--- src/rtl/pbus_pkg.sv ---
package pbus_pkg;

    typedef enum logic [1:0] {
        SZ_BYTE = 2'd0,
        SZ_HALF = 2'd1,
        SZ_WORD = 2'd2,
        SZ_WIDE = 2'd3
    } acc_size_e;

    typedef enum logic {
        ST_IDLE   = 1'b0,
        ST_ACCESS = 1'b1
    } br_state_e;

endpackage

--- src/rtl/pbus_decode.sv ---
module pbus_decode #(
    parameter int          ADDR_W   = 32,
    parameter int          N_WIN    = 8,
    parameter int          WIN_BITS = 8,
    parameter logic [31:0] BASE     = 32'h4000_0000
) (
    input  logic [ADDR_W-1:0] addr,
    output logic              hit,
    output logic [N_WIN-1:0]  sel
);
    localparam int IDX_W     = $clog2(N_WIN);
    localparam int MATCH_LSB = WIN_BITS + IDX_W;

    logic [IDX_W-1:0] idx;

    assign hit = (addr[ADDR_W-1:MATCH_LSB] == BASE[ADDR_W-1:MATCH_LSB]);
    assign idx = addr[MATCH_LSB-1:WIN_BITS];

    for (genvar i = 0; i < N_WIN; i++) begin : g_sel
        assign sel[i] = hit && (idx == IDX_W'(i));
    end
endmodule

--- src/rtl/pbus_lane.sv ---
module pbus_lane
    import pbus_pkg::*;
#(
    parameter int SYS_W = 32,
    parameter int PB_W  = 16
) (
    input  logic             we,
    input  logic [1:0]       size,
    input  logic             addr0,
    input  logic [SYS_W-1:0] wdata,
    output logic [1:0]       bs,
    output logic [PB_W-1:0]  pdata
);
    localparam int LANE_W = PB_W / 2;

    acc_size_e sz;
    assign sz = acc_size_e'(size);

    always_comb begin
        bs    = 2'b00;
        pdata = '0;
        if (we) begin
            if (sz == SZ_BYTE) begin
                bs    = addr0 ? 2'b10 : 2'b01;
                pdata = {wdata[LANE_W-1:0], wdata[LANE_W-1:0]};
            end else begin
                bs    = 2'b11;
                pdata = wdata[PB_W-1:0];
            end
        end
    end
endmodule

--- src/rtl/pbus_bridge.sv ---
module pbus_bridge
    import pbus_pkg::*;
#(
    parameter int             SYS_W     = 32,
    parameter int             PB_W      = 16,
    parameter int             N_PERIPH  = 8,
    parameter int             WIN_BITS  = 8,
    parameter logic [31:0]    PB_BASE   = 32'h4000_0000,
    parameter logic [7:0]     WIDE_MASK = 8'b0000_1111
) (
    input  logic                clk,
    input  logic                rst_n,
    input  logic                sys_req,
    input  logic                sys_we,
    input  logic [1:0]          sys_size,
    input  logic [SYS_W-1:0]    sys_addr,
    input  logic [SYS_W-1:0]    sys_wdata,
    output logic [SYS_W-1:0]    sys_rdata,
    output logic                sys_ready,
    output logic                sys_err,
    output logic [N_PERIPH-1:0] pb_cs,
    output logic [WIN_BITS-1:0] pb_addr,
    output logic                pb_we,
    output logic [1:0]          pb_bs,
    output logic [PB_W-1:0]     pb_wdata,
    input  logic [PB_W-1:0]     pb_rdata
);
    localparam int NARROW_W = PB_W / 2;

    typedef struct packed {
        br_state_e              state;
        logic [N_PERIPH-1:0]    cs;
        logic [WIN_BITS-1:0]    addr;
        logic [PB_W-1:0]        wdata;
        logic [1:0]             bs;
        logic                   we;
        logic                   wide;
    } br_regs_t;

    br_regs_t r_d, r_q;

    logic                hit;
    logic [N_PERIPH-1:0] sel;
    logic [1:0]          lane_bs;
    logic [PB_W-1:0]     lane_data;
    logic                take;

    pbus_decode #(
        .ADDR_W  (SYS_W),
        .N_WIN   (N_PERIPH),
        .WIN_BITS(WIN_BITS),
        .BASE    (PB_BASE)
    ) u_decode (
        .addr(sys_addr),
        .hit (hit),
        .sel (sel)
    );

    pbus_lane #(
        .SYS_W(SYS_W),
        .PB_W (PB_W)
    ) u_lane (
        .we   (sys_we),
        .size (sys_size),
        .addr0(sys_addr[0]),
        .wdata(sys_wdata),
        .bs   (lane_bs),
        .pdata(lane_data)
    );

    assign take = (r_q.state == ST_IDLE) && sys_req;

    always_comb begin
        r_d = '0;
        r_d.state = ST_IDLE;
        if (take && hit) begin
            r_d.state = ST_ACCESS;
            r_d.cs    = sel;
            r_d.addr  = sys_addr[WIN_BITS-1:0];
            r_d.wdata = lane_data;
            r_d.bs    = lane_bs;
            r_d.we    = sys_we;
            r_d.wide  = |(sel & WIDE_MASK);
        end
    end

    always_ff @(posedge clk) begin
        if (!rst_n) begin
            r_q       <= '0;
            r_q.state <= ST_IDLE;
        end else begin
            r_q <= r_d;
        end
    end

    assign pb_cs    = r_q.cs;
    assign pb_addr  = r_q.addr;
    assign pb_we    = r_q.we;
    assign pb_bs    = r_q.bs;
    assign pb_wdata = r_q.wdata;

    assign sys_err   = take && !hit;
    assign sys_ready = (r_q.state == ST_ACCESS) || sys_err;

    always_comb begin
        sys_rdata = '0;
        if (r_q.state == ST_ACCESS && !r_q.we) begin
            if (r_q.wide)
                sys_rdata[PB_W-1:0] = pb_rdata;
            else
                sys_rdata[NARROW_W-1:0] = pb_rdata[NARROW_W-1:0];
        end
    end
endmodule

--- config.mk ---
export PLATFORM = sky130hd
export DESIGN_NAME = pbus_bridge
export DESIGN_NICKNAME = d
export VERILOG_FILES = /design/src/rtl/pbus_pkg.sv /design/src/rtl/pbus_decode.sv /design/src/rtl/pbus_lane.sv /design/src/rtl/pbus_bridge.sv
export SDC_FILE = /design/constraint.sdc
export NUM_CORES = 1
export LEC_CHECK = 0
export BUFFER_PORTS_ARGS = -buffer_cell sky130_fd_sc_hd__buf_4
export CAP_MARGIN = 20
export CELL_PAD_IN_SITES_DETAIL_PLACEMENT = 0
export CELL_PAD_IN_SITES_GLOBAL_PLACEMENT = 1
export CORE_UTILIZATION = 27
export CTS_CLUSTER_SIZE = 40
export DETAILED_ROUTE_END_ITERATION = 6
export GPL_TIMING_DRIVEN = 0
export PLACE_DENSITY_LB_ADDON = 0.05
export SLEW_MARGIN = 5
export SYNTH_ARGS = -nofsm -noshare
export SYNTH_HDL_FRONTEND = slang
export SYNTH_SLANG_ARGS = --single-unit
--- constraint.sdc ---
create_clock -name clk -period 2.37 [get_ports clk]
set_input_delay 0.474 -clock clk [delete_from_list [all_inputs] [get_ports clk]]
set_output_delay 0.474 -clock clk [all_outputs]
set_load 0.005 [all_outputs]
==> impl_metrics.csv <==
group,metric,value,unit
status,outcome,"completed",
synthesis,synth-simple-area-share,29.41,%
sta,maxSlewHeadroom,33.90,%
setup_path,cpMaxStageDelayCell,"or4b_4",
power_and_ir_drop,power_density,406.9,mW/mm2
routing,routed_wl,4971,um
clocking,cts_hold_buf,0,
global_route,grt_pass1_vias,1634,
synthesis,syn_area_per_cell,9.615,um2
setup_path,reg2reg_depth,4,
synthesis,yosysTopAreaCell,"dfxtp_1",
synthesis,syn_inst,200,
setup_path,reg2reg_slack,0.58,ns
synthesis,synthAdderAreaFrac,0,%
routing,vias_per_cell,4.100,
clocking,clk_pin_slew,0.07,ns
clocking,cts_tree,"done",
setup_path,r2r_start,"r_q[36]",
clocking,clock-sinks,37,
global_route,grt_max_degree,20,
setup_path,cp.required,1.90,ns
finish,diodes,0,
setup_path,start_kind,"input pin",
synthesis,synthTopCellsByCount,"buf_4, dfxtp_1, nor4_1",
routing,drc_errors,0,
synthesis,synthArstFlopShare,0,%
global_route,antenna_found_initial,0,
finish,fillers,709,
floorplanning,io_pins,155,
setup_path,path_class,"in2out",
power_and_ir_drop,ir_drop,0.0002415,V
sta,worstMarginPinSlew,0.9879,ns
clocking,numCtsBuffers,5,
finish,seq_area,740.7,um2
routing,firstDrtPassIters,4,
setup_path,timing.rr.end,"pb_wdata[15]",
sta,hold_viol,0,
sta,hold_slack,0.3999,ns
setup_path,path_common_cell,"buf_4",
worst_hold_path,whs_path_depth,2,
placed_design,place_ws,-0.1743,ns
routing,drt_iter0_drc,42,
finish,final_layout_size_suffix_gt1_share,59.59,%
synthesis,ys_seq_area_share,38.52,%
floorplanning,rows,30,
floorplanning,die_height,86.40,um
routing,wl_per_cell,11.30,um
placed_design,place_hpwl,4015,um
power_and_ir_drop,p_leak,1.577,nW
global_route,grt_pass1_wl,7327,um
finish,area_growth,62.26,%
synthesis,synth_ff_type,"dfxtp_1",
setup_path,arrival,1.83,ns
synthesis,syn_area,0.001923,mm2
setup_path,critical_path.cell_chain,"buf_4 > or4b_4 > nand4b_4 > buf_6 > o21a_1 > buf_4",
floorplanning,core_area,0.006832,mm2
sta,fin_skew,0.006175,ns
synthesis,synth_edf_count,0,
routing,vias,1804,
sta,fmax,434.8,MHz
routing,drtAntennaViolNets,0,
placed_design,io_buffers,122,
setup_path,critPathMaxFanout,11,
finish,finalNonFillerCells,440,
synthesis,yosysUniqueCellTypes,26,
finish,multi_input_area,752.0,um2
synthesis,synth-compound-area-share,1.887,%
clocking,htree_levels,2,
worst_hold_path,hold_path_startpoint,"sys_addr[0]",
finish,nNetsFinal,429,
synthesis,synthMostInstantiatedCell,"buf_4",
global_route,grt_overflow_total,0,
floorplanning,dieWidth,86.40,um
clocking,cts_buffer_depth,2,
floorplanning,die_area,0.007464,mm2
global_route,grt.total_usage,12.69,%
synthesis,synthMuxAreaShare,4.164,%
sta,post-route-min-period,2.300,ns
power_and_ir_drop,finalPower,1.270,mW
setup_path,path_delay_family,"simple AND/OR/NAND/NOR gates",
setup_path,end_kind,"output port",
synthesis,synth_area_leaders,"dfxtp_1, buf_4, nor4_2",
floorplanning,start_util,28.15,%
sta,rsz0062_at_grt,"no",
setup_path,cp_num_buf_inv,3,
flow_run,cap_violations,0,
synthesis,netlist.area_leader.share,38.52,%
sta,maxSlewViolCount,0,
sta,setup_violations,0,
synthesis,ys_warn_count,0,
sta,timing.final.crit_share,97.05,%
synthesis,ys_ff_latch,37,
sta,fin_ws,0.06989,ns
setup_path,max_stage_delay,0.54,ns
worst_hold_path,holdPathEnd,"pb_bs[0]",
clocking,root_buffer,"clkbuf_8",
clocking,clk_latency,0.28,ns
setup_path,worst-path-stages,6,
placed_design,placed_cells,433,
synthesis,synth_top_family_by_area,"simple AND/OR/NAND/NOR gates",
placed_design,gp_congestion,0.6870,
worst_hold_path,hold_class,"in2reg",
synthesis,synth_xor_area_share,0,%
-- how the worst max path moves through the flow --
| stage | from | to | slack (ns) |
|---|---|---|---|
| finish | sys_addr[28] | sys_err | 0.07 |
| global route | sys_addr[28] | sys_err | 0.02 |
| CTS | sys_addr[22] | sys_err | 0.05 |
| detailed placement | sys_addr[22] | sys_err | -0.17 |
| global placement | sys_addr[22] | sys_err | -0.16 |
| floorplan | sys_addr[28] | sys_err | 0.23 |
-- where the power goes --
group / total (mW) / switching, mW / internal, mW
clock network: 0.478 / 0.215 / 0.263
registers: 0.621 / 0.0000000223 / 0.621
logic: 0.171 / 0.0642 / 0.107
-- cell usage in the layout (no fill, tap or decap), drive strengths merged, types with 4 or more instances in the layout --
cell,n
buf,177
dfxtp,37
nor4,36
inv,16
conb,16
clkbuf,11
and3,8
and2,8
mux2i,8
nor3,4
-- sequential cells by signal (all words and copies together) (netlist names) --
name / flops
pb_cs: 8
pb_wdata: 16
r_q: 2
pb_addr: 8
pb_we: 1
pb_bs: 2
-- metal layers --
layer | share of wire (%) | global-route usage, %
met4 | 1.2 | 4.091
met5 | 0 | 0
met2 | 47 | 22.51
met1 | 39 | 14.03
met3 | 12 | 4.667
-- kinds of logic (layout without fill, tap and decap cells) --
logic type / Yosys count / in the layout
compound gates: 4 / 4
buf+inv: 76 / 205
flops: 37 / 37
mux: 8 / 8
other cells: 1 / 16
simple gates: 74 / 74
-- layout make-up --
type	instances	share of cell area (%)
buffer	58	13.55
clock buffer	7	3.087
clock inverter	1	0.1604
inverter	16	1.925
multi-input combinational	102	24.10
sequential	37	23.74
tap	96	3.849
timing repair buffer	123	29.59
-- through the flow --
step                utilization (%)  setup TNS, ns  instance area, um2
detailed placement            44.14        -0.1743                3015
global placement              44.14        -0.1623                3015
global route                  45.68              0                3120
floorplan                         -              0                1979
CTS                           45.59              0                3114
finish                        45.68              0                3120
-- repair_timing --
item,in CTS,in global routing
endpoints found under the setup margin,1,1
setup buffers,1,0
gates resized for setup,2,2
Note: power is estimated with default switching activity, not from simulation.
